===== config.mk =====
export PLATFORM = sky130hd
export DESIGN_NAME = tx_meta_ctrl
export DESIGN_NICKNAME = d
export VERILOG_FILES = /design/src/rtl/txm_pkg.sv /design/src/rtl/txm_access_dec.sv /design/src/rtl/txm_line_meta.sv /design/src/rtl/tx_meta_ctrl.sv
export SDC_FILE = /design/constraint.sdc
export NUM_CORES = 1
export LEC_CHECK = 0
export ABC_AREA = 1
export BUFFER_PORTS_ARGS = -buffer_cell sky130_fd_sc_hd__buf_2
export CELL_PAD_IN_SITES_DETAIL_PLACEMENT = 1
export CELL_PAD_IN_SITES_GLOBAL_PLACEMENT = 1
export CORE_ASPECT_RATIO = 0.75
export CORE_MARGIN = 3
export CORE_UTILIZATION = 49
export CTS_CLUSTER_SIZE = 28
export DETAILED_ROUTE_END_ITERATION = 8
export PLACE_DENSITY = 0.93
export SYNTH_ARGS = -nofsm -noshare
export SYNTH_HDL_FRONTEND = slang
export SYNTH_HIERARCHICAL = 1
export SYNTH_SLANG_ARGS = --single-unit

===== constraint.sdc =====
create_clock -name clk_i -period 6.9 [get_ports clk_i]
set_input_delay 0.69 -clock clk_i [delete_from_list [all_inputs] [get_ports clk_i]]
set_output_delay 0.69 -clock clk_i [all_outputs]
set_load 0.005 [all_outputs]

===== src/rtl/txm_pkg.sv =====
package txm_pkg;
  // per-access update request for one line
  typedef struct packed {
    logic set_r;
    logic set_w;
    logic set_sl;
    logic set_ll;
    logic set_ls;
    logic set_vld;
    logic drop;
  } meta_upd_t;
endpackage


===== src/rtl/txm_access_dec.sv =====
module txm_access_dec
  import txm_pkg::*;
(
  input  logic      req_valid_i,
  input  logic      req_store_i,
  input  logic      req_local_i,
  input  logic      tag_hit_i,
  input  logic      undo_hit_i,
  input  logic      txn_evt_i,
  input  logic      line_sl_i,
  input  logic      word_ll_i,
  input  logic      word_ls_i,
  input  logic      word_vld_i,
  output logic      undo_push_o,
  output logic      undo_rd_o,
  output logic      fill_o,
  output meta_upd_t upd_o
);
  logic act, loc, vld_eff;

  assign act     = req_valid_i & ~txn_evt_i;
  // a line once seen local stays local for the transaction
  assign loc     = req_local_i | line_sl_i;
  assign vld_eff = word_vld_i & tag_hit_i;

  assign undo_rd_o   = act & loc & ~req_store_i & ~vld_eff;
  assign fill_o      = act & ~vld_eff & (req_store_i | ~loc | ~undo_hit_i);
  assign undo_push_o = act & loc & req_store_i & vld_eff & word_ll_i & ~word_ls_i;

  always_comb begin
    upd_o         = '0;
    upd_o.set_r   = act & ~loc & ~req_store_i;
    upd_o.set_w   = act & ~loc & req_store_i;
    upd_o.set_sl  = act & loc;
    upd_o.set_ll  = act & loc & ~req_store_i & ~word_ll_i & ~word_ls_i;
    upd_o.set_ls  = act & loc & req_store_i;
    upd_o.set_vld = act & ~vld_eff;
    upd_o.drop    = act & ~tag_hit_i;
  end
endmodule


===== src/rtl/txm_line_meta.sv =====
module txm_line_meta
  import txm_pkg::*;
#(
  parameter int unsigned WORDS = 4
) (
  input  logic             clk_i,
  input  logic             rst_ni,
  input  logic             line_sel_i,
  input  logic [WORDS-1:0] word_sel_i,
  input  meta_upd_t        upd_i,
  input  logic             commit_i,
  input  logic             abort_i,
  output logic             r_o,
  output logic             w_o,
  output logic             sl_o,
  output logic [WORDS-1:0] ll_o,
  output logic [WORDS-1:0] ls_o,
  output logic [WORDS-1:0] vld_o
);
  logic r_q, w_q, sl_q;

  always_ff @(posedge clk_i or negedge rst_ni) begin
    if (!rst_ni) begin
      r_q  <= 1'b0;
      w_q  <= 1'b0;
      sl_q <= 1'b0;
    end else if (abort_i || commit_i) begin
      r_q  <= 1'b0;
      w_q  <= 1'b0;
      sl_q <= 1'b0;
    end else if (line_sel_i) begin
      r_q  <= r_q  | upd_i.set_r;
      w_q  <= w_q  | upd_i.set_w;
      sl_q <= sl_q | upd_i.set_sl;
    end
  end

  for (genvar i = 0; i < WORDS; i++) begin : g_word
    logic ll_q, ls_q, vld_q;

    always_ff @(posedge clk_i or negedge rst_ni) begin
      if (!rst_ni) begin
        ll_q  <= 1'b0;
        ls_q  <= 1'b0;
        vld_q <= 1'b0;
      end else if (abort_i) begin
        // read-only locals keep their data across abort
        vld_q <= vld_q & sl_q & ll_q & ~ls_q;
        ll_q  <= 1'b0;
        ls_q  <= 1'b0;
      end else if (commit_i) begin
        vld_q <= vld_q & sl_q;
        ll_q  <= 1'b0;
        ls_q  <= 1'b0;
      end else if (line_sel_i) begin
        if (word_sel_i[i]) begin
          ll_q  <= ll_q | upd_i.set_ll;
          ls_q  <= ls_q | upd_i.set_ls;
          vld_q <= vld_q | upd_i.set_vld;
        end else if (upd_i.drop) begin
          vld_q <= 1'b0;
        end
      end
    end

    assign ll_o[i]  = ll_q;
    assign ls_o[i]  = ls_q;
    assign vld_o[i] = vld_q;
  end

  assign r_o  = r_q;
  assign w_o  = w_q;
  assign sl_o = sl_q;
endmodule


===== src/rtl/tx_meta_ctrl.sv =====
module tx_meta_ctrl
  import txm_pkg::*;
#(
  parameter int unsigned NUM_LINES      = 8,
  parameter int unsigned WORDS_PER_LINE = 4,
  localparam int unsigned LINE_W = (NUM_LINES > 1) ? $clog2(NUM_LINES) : 1,
  localparam int unsigned WORD_W = (WORDS_PER_LINE > 1) ? $clog2(WORDS_PER_LINE) : 1
) (
  input  logic                 clk_i,
  input  logic                 rst_ni,
  input  logic                 req_valid_i,
  input  logic                 req_store_i,
  input  logic [LINE_W-1:0]    req_line_i,
  input  logic [WORD_W-1:0]    req_word_i,
  input  logic                 req_local_i,
  input  logic                 req_tag_hit_i,
  input  logic                 undo_hit_i,
  input  logic                 commit_i,
  input  logic                 abort_i,
  output logic                 undo_push_o,
  output logic                 undo_rd_o,
  output logic                 fill_o,
  output logic                 undo_clear_o,
  output logic [NUM_LINES-1:0] commit_vec_o
);
  logic [NUM_LINES-1:0]      r_q, w_q, sl_q;
  logic [WORDS_PER_LINE-1:0] ll_q  [NUM_LINES];
  logic [WORDS_PER_LINE-1:0] ls_q  [NUM_LINES];
  logic [WORDS_PER_LINE-1:0] vld_q [NUM_LINES];
  logic [WORDS_PER_LINE-1:0] word_sel;
  logic                      txn_evt;
  logic                      sel_sl, sel_ll, sel_ls, sel_vld;
  meta_upd_t                 upd;

  assign txn_evt  = commit_i | abort_i;
  assign word_sel = WORDS_PER_LINE'(1) << req_word_i;

  assign sel_sl  = sl_q[req_line_i];
  assign sel_ll  = ll_q[req_line_i][req_word_i];
  assign sel_ls  = ls_q[req_line_i][req_word_i];
  assign sel_vld = vld_q[req_line_i][req_word_i];

  txm_access_dec i_dec (
    .req_valid_i (req_valid_i),
    .req_store_i (req_store_i),
    .req_local_i (req_local_i),
    .tag_hit_i   (req_tag_hit_i),
    .undo_hit_i  (undo_hit_i),
    .txn_evt_i   (txn_evt),
    .line_sl_i   (sel_sl),
    .word_ll_i   (sel_ll),
    .word_ls_i   (sel_ls),
    .word_vld_i  (sel_vld),
    .undo_push_o (undo_push_o),
    .undo_rd_o   (undo_rd_o),
    .fill_o      (fill_o),
    .upd_o       (upd)
  );

  for (genvar l = 0; l < NUM_LINES; l++) begin : g_line
    txm_line_meta #(.WORDS(WORDS_PER_LINE)) i_line (
      .clk_i      (clk_i),
      .rst_ni     (rst_ni),
      .line_sel_i (req_valid_i && (req_line_i == LINE_W'(l))),
      .word_sel_i (word_sel),
      .upd_i      (upd),
      .commit_i   (commit_i),
      .abort_i    (abort_i),
      .r_o        (r_q[l]),
      .w_o        (w_q[l]),
      .sl_o       (sl_q[l]),
      .ll_o       (ll_q[l]),
      .ls_o       (ls_q[l]),
      .vld_o      (vld_q[l])
    );
    // shared, written lines go to the commit packet
    assign commit_vec_o[l] = w_q[l] & ~sl_q[l];
  end

  assign undo_clear_o = commit_i & ~abort_i;
endmodule


# Word level (Yosys, flattened, before mapping)
# Index checks and enable logic that the tools add are counted.
# op_classes
eq_ne,7
n_bitwise,287
magnitude_cmp,3
mux,434
n_shift,1
n_reduce_logical,98
# op_table
cell,count
2-to-1 mux 1 bit,421
AND reduction 2 bit,64
AND 1 bit,121
bitwise OR 1 bit,116
inverter 1 bit,49
binary-select mux 4 bit (select 3 bit),3
nonzero test 3 bit,12
2-to-1 mux 4 bit,6
nonzero test 2 bit,8
nonzero test 4 bit,4
equality test 3 bit (second input constant),4
logical AND 1 bit,8
binary-select mux 1 bit (select 2 bit),3
equality test 3 x 2 -> 1 bit (second input constant),2
>= comparator 4 bit (second input constant),1
less-than comparator 3 x 4 -> 1 bit (second input constant),1
inverter 3 -> 4 bit,1
left shift 1 x 2 -> 4 bit (first input constant),1
binary-select mux 1 bit (select 3 bit),1
equality test 3 x 1 -> 1 bit (second input constant),1
zero test 3 bit,1
less-than comparator 2 x 3 -> 1 bit (second input constant),1
logical OR 1 bit,1
# totals
output_inout_bits,12
input_bits,14
reg_bits,112
wordCells,942

# Longest topological paths before layout
# Gate-level depths: netlist (run 1).
# logic_depth
word_depth,14
depth_mapped,19
depth_no_buf,18

# Hierarchy
# The synthesis (run 1) kept the hierarchy.
# by_module_without_submodules
module,area_per_inst_um2,instances,seq_area_each_um2,cells_per_inst
txm_line_meta,970.9,8,375.4,138
tx_meta_ctrl,1277.5,1,0.0,309
txm_access_dec,122.6,1,0.0,29

# Worst setup path after synthesis (run 1)
# OpenSTA, ideal clock, no wires.
# synth_path
kind,input port to flip-flop
startpoint,input port commit_i
endpoint,register g_line[0].i_line.g_word[0].vld_q
cell_stages,6
setup_ns,0.065
arrival_ns,3.194
n_path_buf,0
t_required_ns,6.835
setup_slack_ns,3.641
path_cell_list,or2_2 -> nor3_1 -> nor2_1 -> o21ai_0 -> nand3_1 -> nand2_1
# synth_lines
element,line_no,text
from (decl),tx_meta_ctrl.sv:18,"input logic commit_i,"
to (signal assigned),txm_line_meta.sv:48,vld_q <= vld_q & sl_q & ll_q & ~ls_q;
to (signal assigned),txm_line_meta.sv:52,vld_q <= vld_q & sl_q;
to (signal assigned),txm_line_meta.sv:59,vld_q <= vld_q | upd_i.set_vld;
to (decl),txm_line_meta.sv:39,"logic ll_q, ls_q, vld_q;"

# Final worst setup path (run 1)
# layout_path
startpoint,input port req_line_i[0]
endpoint,output port undo_push_o
# layout_between
elab_chain_len,10
elab_cells_between_ends,26
cone_classes,17 x mux; 9 x bitwise
# layout_rtl
element,line_no,text
from (decl),tx_meta_ctrl.sv:13,"input logic [LINE_W-1:0] req_line_i,"
inverter 3 -> 4 bit (not written as such),tx_meta_ctrl.sv:41,assign sel_vld = vld_q[req_line_i][req_word_i];
binary-select mux 4 bit (select 3 bit),tx_meta_ctrl.sv:41,
2-to-1 mux 4 bit (not written as such) (2 in a row),tx_meta_ctrl.sv:41,
binary-select mux 1 bit (select 2 bit),tx_meta_ctrl.sv:41,
2-to-1 mux 1 bit (not written as such),tx_meta_ctrl.sv:41,
via sel_vld,tx_meta_ctrl.sv:32,"logic sel_sl, sel_ll, sel_ls, sel_vld;"
AND 1 bit,txm_access_dec.sv:24,assign vld_eff = word_vld_i & tag_hit_i;
AND 1 bit (3 in a row),txm_access_dec.sv:28,assign undo_push_o = act & loc & req_store_i & vld_eff & word_ll_i & ~word_ls_i;
to (decl),tx_meta_ctrl.sv:20,"output logic undo_push_o,"
# The timed path passes the listed nets, and every way through them passes these cells. The select of a mux whose other input is x is not followed.

==> summary.txt, run 1 <==
I/O Pins: 26
Avg Cell Area, Syn: 6.31 µm²
Period utilization: 0.581
CP Launch Point: req_line_i[0]
GRT Util Overall: 0.294
Pre-antenna DRT Iters: 5
WS Path Type: input pin to primary output
Post CTS Setup Buffer Count: 0
R2R depth: 13
Core area: 0.0172 mm²
RSZ-0062 raised after global routing: false
CP arrival: 3320 ps
Max Cap Violations: 0
# fillers: 2425
Reg2reg start: g_line[1].i_line/g_word[3].ls_q
ANT nets after route: 0
Mapped Cells: 1401
DR vias/cell: 5.40
Seq. cell area: 0.00280 mm²
Synthesized area: 0.00883 mm²
Layout Skew: 9.57 ps
Layout Nets: 1324
DRC errors left: 0
CP max FO: 47
Placed insts: 1535
Post-route worst setup slack: 2890 ps
Final Setup Violations: 0
Vias in the first global route: 8378
CTS resizes: 0
Initial Utilization: 0.512
Global-route wire length before repair: 45.1 mm
Critical path endpoint category: primary output
H-tree Lvls: 3
Layout cells sized above 1: 0.0838
Area Growth Syn to Fin: -3.77%
GP Congestion: 0.950
Routed WL: 28.2 mm
Static leakage: 4.59 nW
Power per cell area: 162 mW/mm²
Net Count, Synth: 1415
Layout Cells excl Fill: 1549
Final Hold Fails: 0
Row count: 41
Maximum VDD drop: 0.0991 mV
Clock-pin slew on the worst setup and hold paths: 70 ps
CTS Buf Count: 9
Largest net degree at the start of global routing: 70
IO Port Bufs: 25
Reg2Reg Setup Slack: 4280 ps
Finished Core Util: 0.493
Initial antenna violation count: 0
N_diodes: 0
CP Capture Point: undo_push_o
Worst slew pin tran: 1270 ps
Slew Limit Fails: 0
Crit path time final: 4010 ps
Synth warn: 6
Clock Latency Late Sink: 370 ps
Final total power: 0.00138 W
Via count: 8360
Worst R2R End: g_line[5].i_line/g_word[0].ll_q
Final setup TNS: 0 ps
Worst Path Required: 6210 ps
GRT Residual Overflow: 0
DR iter-0 viols: 774
Critical Path Start Type: input pin
CTS tree: built
Multi-input gate area: 0.00400 mm²
CTS root buffer: clkbuf_16
Slew margin rel.: 0.155
# hold bufs at CTS: 0
Clk buf depth: 2
Pre-CTS setup slack: 2740 ps
Wire length per cell: 18.2 µm
Die Span Y: 122 µm
Min-Delay Path Class: input pin to async pin
Dpl hpwl: 19.9 mm
Status: finished clean
Die area: 0.0197 mm²
Clock sink count: 112
Die Wd: 161 µm
Fmax: 0.249 GHz
==> cell type report <==
cell class                      count  share of cell area
Multi-Input combinational cell    904               0.470
Sequential cell                   112               0.330
Inverter                          249               0.110
Tap cell                          236              0.0347
Clock buffer                       14              0.0322
Timing Repair Buffer               34              0.0230
==> critical path, cell delays in order <==
cell	delay [ps]
buf_2	590
inv_2	500
nor2_2	430
nand2_1	90
nand3_1	100
nand3_1	70
nand2_1	70
inv_1	40
nand2_1	60
nand2_1	100
nor2_1	100
nand2_1	90
nor2_1	210
buf_2	160
==> layout by cell type, fill, tap and decap left out <==
| cell | instances |
|---|---|
| clkbuf_1 | 2 |
| or2_2 | 1 |
| o21ai_0 | 48 |
| o211ai_1 | 32 |
| a21oi_1 | 69 |
| or2_1 | 1 |
| clkbuf_16 | 9 |
| inv_1 | 231 |
| nand3_1 | 70 |
| inv_2 | 18 |
| nand4_1 | 2 |
| nor2_1 | 60 |
| nor2_4 | 9 |
| buf_4 | 10 |
| nor2_2 | 3 |
| dfrtp_1 | 112 |
| o21ai_2 | 32 |
| nor3_2 | 1 |
| nand2_1 | 576 |
| clkbuf_8 | 3 |
| buf_2 | 24 |
==> through the flow <==
stage,hold slack (ps),area [µm²]
after floorplan,394,8830
after global placement,480,8230
after detailed placement,497,8230
after CTS,340,8500
after global routing,364,8500
final,333,8500
==> flip-flops by register name, indices dropped and copies added, names as in the netlist <==
name	count
g_line.i_line/g_word.ll_q	32
g_line.i_line/g_word.ls_q	32
g_line.i_line/g_word.vld_q	32
g_line.i_line/w_o	8
g_line.i_line/sl_o	8
==> worst min-delay path by stage <==
stage | startpoint | end | slack (ps) | depth (start not counted)
finish | rst_ni | g_line[7].i_line/g_word[0].vld_q | 330 | 1
global route | rst_ni | g_line[7].i_line/g_word[0].vld_q | 360 | 1
CTS | rst_ni | g_line[7].i_line/g_word[0].vld_q | 340 | 1
detailed placement | g_line[7].i_line/w_o | g_line[7].i_line/w_o | 500 | 2
global placement | g_line[1].i_line/w_o | g_line[1].i_line/w_o | 480 | 2
floorplan | rst_ni | g_line[0].i_line/g_word[0].ll_q | 390 | 0
==> report_power, final <==
part / internal, W / switching [W] / total, W
logic: 0.0000443 / 0.000151 / 0.000195
registers: 0.000660 / 0.00000568 / 0.000666
clock network: 0.000272 / 0.000246 / 0.000518
total: 0.000976 / 0.000403 / 0.00138
==> layer usage <==
layer	vias up	global-route usage	wire length, µm
met4	0	0.0876	558
met3	39	0.0614	1840
met5	-	0	0
li1	3952	-	-
met2	259	0.455	12400
met1	4110	0.419	13400
No activity file was read; power rests on OpenSTA's default activity.
==> run 2: changes to the inputs <==
--- a/config.mk
+++ b/config.mk
@@ -11,10 +11,10 @@
 export CELL_PAD_IN_SITES_GLOBAL_PLACEMENT = 1
 export CORE_ASPECT_RATIO = 0.75
 export CORE_MARGIN = 3
-export CORE_UTILIZATION = 49
+export CORE_UTILIZATION = 41
 export CTS_CLUSTER_SIZE = 28
 export DETAILED_ROUTE_END_ITERATION = 8
-export PLACE_DENSITY = 0.93
+export PLACE_DENSITY = 0.83
 export SYNTH_ARGS = -nofsm -noshare
 export SYNTH_HDL_FRONTEND = slang
 export SYNTH_HIERARCHICAL = 1
==> constraint.sdc (replaced) <==
create_clock -name clk_i -period 3.3 [get_ports clk_i]
set_input_delay 0.33 -clock clk_i [delete_from_list [all_inputs] [get_ports clk_i]]
set_output_delay 0.33 -clock clk_i [all_outputs]
set_load 0.005 [all_outputs]
==> run 2 against run 1 <==
Net effect: flip-flop and latch count is the same; global-route usage shrank 4.1 points; sequential power grew 110%; clock skew is essentially flat; core utilization shrank 7.1 points; final cell count grew 3.7%; highest routed layer unchanged.
==> summary.txt, run 2 (synthesis results as in run 1) <==
I/O Pins: 26
Critical Path Start Type: input pin
Multi-input gate area: 0.00400 mm²
Slew margin rel.: 0.523
Final setup TNS: 0 ps
Status: finished clean
ANT nets after route: 0
Initial Utilization: 0.427
Pre-antenna DRT Iters: 5
Most used cell, CP: nand2_1
CTS Buf Count: 9
Initial antenna violation count: 0
Dpl hpwl: 21.1 mm
N_diodes: 0
Static leakage: 4.67 nW
Die Span Y: 133 µm
Finished Cell Area: 0.00872 mm²
Fmax: 0.395 GHz
CTS root buffer: clkbuf_16
H-tree Lvls: 3
DR iter-0 viols: 588
Die area: 0.0234 mm²
Clock-pin slew on the worst setup and hold paths: 70 ps
CTS resizes: 0
Final total power: 0.00296 W
Largest net degree at the start of global routing: 42
Vias in the first global route: 8190
R2R depth: 17
Max Cap Violations: 0
Power per cell area: 340 mW/mm²
Final Setup Violations: 0
Row count: 45
Final Hold Fails: 0
Hold WS: 504 ps
Commonest non-fill, non-tap cell in the layout: nand2_1
GP Congestion: 0.964
RSZ-0062 raised after global routing: false
# fillers: 2791
Routed WL: 28.9 mm
CP cell instances: buf_2 -> inv_1 -> nor2_1 -> nand2_1 -> nand4_1 -> nand2_1 -> nand2_1 -> inv_1 -> nand2_1 -> nand3_1 -> nor2_1 -> buf_2
Die Wd: 175 µm
Critical path endpoint category: primary output
Crit path time final: 2530 ps
GRT Util Overall: 0.253
Worst Path Required: 2970 ps
CP max-delay cell: buf_2
Clock sink count: 112
Wire length per cell: 18.0 µm
CTS tree: built
Clock Latency Late Sink: 370 ps
Layout Skew: 9.56 ps
Commonest cells after routing, fill and taps aside: nand2_1, inv_1, dfrtp_1
DR vias/cell: 5.14
Period utilization: 0.766
Clk buf depth: 2
Via count: 8256
Placed Area: 0.00842 mm²
Core area: 0.0207 mm²
GRT Residual Overflow: 0
WS Path Type: input pin to primary output
DRC errors left: 0
CP max FO: 28
Global-route wire length before repair: 46.3 mm
Largest registers: g_line.i_line/g_word.ll_q x32, g_line.i_line/g_word.ls_q x32, g_line.i_line/g_word.vld_q x32
CP peak stage delay: 400 ps
Slew Limit Fails: 0
Worst hold stages: 2
Maximum VDD drop: 0.268 mV
Post CTS Setup Buffer Count: 0
Seq. cell area: 0.00280 mm²
Layout cells sized above 1: 0.0913
CP arrival: 2200 ps
Cell family with most CP delay: simple AND/OR/NAND/NOR gates
IO Port Bufs: 25
Min-Delay Path Class: flip-flop to flip-flop
Layout Nets: 1335
Cell count along the critical path: 12
Area Growth Syn to Fin: -1.27%
Critical path buffers and inverters: 4
Worst slew pin tran: 715 ps
-- run 2: metrics by stage --
step | std cells | utilization | setup WS [ps]
floorplan | 1401 | - | 401
CTS | 1607 | 0.422 | 838
finish | 1607 | 0.422 | 771
global route | 1607 | 0.422 | 608
detailed placement | 1591 | 0.408 | 589
global placement | 1591 | 0.408 | 664
-- run 2: layout make-up --
type	instances	share of cell area
Multi-Input combinational cell	904	0.459
Sequential cell	112	0.321
Inverter	249	0.107
Tap cell	282	0.0405
Timing Repair Buffer	45	0.0393
Clock buffer	12	0.0283
Clock inverter	3	0.00488
-- run 2: path summary, 6_finish.rpt --
check	startpoint	end	slack, ps
worst max register to register	g_line[3].i_line/g_word[1].vld_q	g_line[4].i_line/g_word[0].vld_q	990
worst max-delay path	req_line_i[1]	undo_rd_o	770
worst min-delay path	g_line[5].i_line/w_o	g_line[5].i_line/w_o	500
min in group asynchronous	rst_ni	g_line[7].i_line/g_word[0].ll_q	510
max in group asynchronous	rst_ni	g_line[7].i_line/g_word[2].ls_q	2120
worst min register to register	g_line[5].i_line/w_o	g_line[5].i_line/w_o	500
-- run 2: layer usage --
layer,GRT usage,routed length [µm]
met5,0,0
met4,0.0716,578
met3,0.0544,2220
met2,0.370,12200
met1,0.377,13900
-- run 2: tightest hold or removal path: cells and delay by family, from the launching register on --
family          cells  cell delay (ps)
compound gates      1               80
buf+inv             1               50
flops               1              340
-- run 2: repair_timing --
item                                   CTS  global route
hold buffers                             1             0
endpoints found under the hold margin   29             0
setup endpoints to repair                0             0
-- run 2: power breakdown --
part / leakage, nW / internal (W) / switching, W / total, W
logic: 2.97 / 0.000106 / 0.000321 / 0.000428
clock network: 0.139 / 0.000607 / 0.000537 / 0.00114
registers: 1.56 / 0.00138 / 0.0000115 / 0.00139
total: 4.67 / 0.00209 / 0.000870 / 0.00296
==> run 3: changes to the inputs <==
--- a/config.mk
+++ b/config.mk
@@ -11,10 +11,10 @@
 export CELL_PAD_IN_SITES_GLOBAL_PLACEMENT = 1
 export CORE_ASPECT_RATIO = 0.75
 export CORE_MARGIN = 3
-export CORE_UTILIZATION = 41
+export CORE_UTILIZATION = 46
 export CTS_CLUSTER_SIZE = 28
 export DETAILED_ROUTE_END_ITERATION = 8
-export PLACE_DENSITY = 0.83
+export PLACE_DENSITY = 0.88
 export SYNTH_ARGS = -nofsm -noshare
 export SYNTH_HDL_FRONTEND = slang
 export SYNTH_HIERARCHICAL = 1
==> constraint.sdc (replaced) <==
create_clock -name clk_i -period 2.49 [get_ports clk_i]
set_input_delay 0.249 -clock clk_i [delete_from_list [all_inputs] [get_ports clk_i]]
set_output_delay 0.249 -clock clk_i [all_outputs]
set_load 0.005 [all_outputs]
==> run 3 against run 2 <==
Net effect: the run now ends with negative hold slack left; critical path depth increased by 2; flip-flop and latch count unchanged; clock skew up 1.0 ps; cell area up 1.1%; highest routed layer unchanged; largest power group unchanged; combinational power rose by 37%; final cell count shrank 1.3%; first-iteration DRC count rose by 2.4%; sequential share of layout area fell by 0.34 points; largest cell class unchanged.
==> summary.txt, run 3 (synthesis results as in run 1) <==
CP arrival: 2030 ps
N_diodes: 0
Worst Path Required: 2240 ps
CTS tree: built
DR iter-0 viols: 602
Final setup TNS: 0 ps
Clock-pin slew on the worst setup and hold paths: 80 ps
RSZ-0062 raised after global routing: false
Hold WS: -38.7 ps
Commonest cells after routing, fill and taps aside: nand2_1, inv_1, dfrtp_1
Critical Path Start Type: flip-flop
GRT Util Overall: 0.282
Routed WL: 29.2 mm
H-tree Lvls: 3
Layout cells sized above 1: 0.104
Die Span Y: 126 µm
Core area: 0.0187 mm²
Min-Delay Path Class: input pin to async pin
Fmax: 0.438 GHz
Worst slew pin tran: 662 ps
Largest net degree at the start of global routing: 113
Global-route wire length before repair: 46.8 mm
Period utilization: 0.916
Pre-antenna DRT Iters: 4
Clk buf depth: 2
Placed insts: 1569
Die Wd: 166 µm
Layout Cells excl Fill: 1586
Commonest non-fill, non-tap cell in the layout: nand2_1
GP Congestion: 0.961
IO Port Bufs: 25
CTS root buffer: clkbuf_16
Wire length per cell: 18.4 µm
CTS Buf Count: 9
Placed Area: 0.00846 mm²
Die area: 0.0209 mm²
I/O Pins: 26
Maximum VDD drop: 0.274 mV
ANT nets after route: 0
Final Hold Fails: 22
WS Path Type: flip-flop to primary output
Via count: 8496
DRC errors left: 0
Max Cap Violations: 0
Combinational power share: 0.141
Final Setup Violations: 0
Crit path time final: 2280 ps
# hold bufs at CTS: 0
Power per cell area: 470 mW/mm²
Failing checks: negative hold slack
Vias in the first global route: 8637
Critical path endpoint category: primary output
Largest registers: g_line.i_line/g_word.ll_q x32, g_line.i_line/g_word.ls_q x32, g_line.i_line/g_word.vld_q x32
Sequential share of power: 0.445
Layout Skew: 10.6 ps
GRT Residual Overflow: 0
Finished Cell Area: 0.00881 mm²
CP max FO: 4
Layout Nets: 1349
Area Growth Syn to Fin: -0.213%
Dpl hpwl: 20.8 mm
Sw frac: 0.286
Initial antenna violation count: 0
Static leakage: 4.74 nW
Clock sink count: 112
Initial Utilization: 0.473
Net Sw Power: 0.00119 W
Slew margin rel.: 0.558
Internal power: 0.00296 W
Clock network power share: 0.414
Clock Latency Late Sink: 370 ps
Status: finished, violations left
Row count: 43
Slew Limit Fails: 0
DR vias/cell: 5.36
==> run 3: worst max-delay path: stages (launching register included) <==
cell and delay (ps):
dfrtp_1 460, nand2_1 90, nand2_1 60, nand2_1 80, nand3_1 100, nand3_1 100, nand2_1 100, inv_1 40
nand2_1 60, nand2_1 70, buf_4 150, nor2_1 80, nand2_1 50, nor2_1 100, buf_2 120
==> run 3: metrics by stage <==
step	worst slack, ps	power (W)	util
2_1_floorplan	294	0.00227	-
3_3_place_gp	93.1	0.00243	0.453
3_5_place_dp	-15.4	0.00245	0.453
4_1_cts	211	0.00416	0.471
5_1_grt	37.7	0.00431	0.472
6_report	208	0.00415	0.472
==> run 3: final cells by class <==
class	instances	area [µm²]
fill	2583	9850
multi-input combinational	904	4010
sequential	112	2800
inverter	249	942
timing repair buffer	59	420
tap	247	309
clock buffer	10	229
clock inverter	5	106
==> run 3: path summary, 6_finish.rpt <==
kind                                                   from                          endpoint  slack (ps)  cells past startpoint
max in group asynchronous                            rst_ni   g_line[7].i_line/g_word[0].ll_q        2030                      2
setup / recovery           g_line[6].i_line/g_word[1].vld_q                       undo_push_o         210                     14
min in group clk_i                            req_word_i[0]   g_line[4].i_line/g_word[1].ll_q         470                      7
setup reg to reg           g_line[6].i_line/g_word[1].vld_q  g_line[2].i_line/g_word[2].vld_q         250                     18
hold reg to reg                        g_line[2].i_line/w_o              g_line[2].i_line/w_o         500                      2
hold / removal                                       rst_ni   g_line[1].i_line/g_word[3].ll_q         -40                      2
==> run 3: power by group through the flow <==
stage | clock, W | combinational (W) | sequential, W
after global placement | 0 | 0.000548 | 0.00188
final | 0.00172 | 0.000586 | 0.00184
after floorplan | 0 | 0.000396 | 0.00187
after global routing | 0.00181 | 0.000651 | 0.00185
after detailed placement | 0 | 0.000571 | 0.00188
after CTS | 0.00174 | 0.000577 | 0.00184
==> run 3: repair_timing <==
action,CTS,global route
resized for setup,0,2
setup endpoints to repair,0,11
buffers inserted,0,2
==> run 3: per-layer routing <==
layer,vias up,track usage,wire [µm]
li1,4008,-,-
met1,4182,0.397,13500
met2,255,0.441,12800
met3,51,0.0555,2160
met4,0,0.0880,716
met5,-,0,0
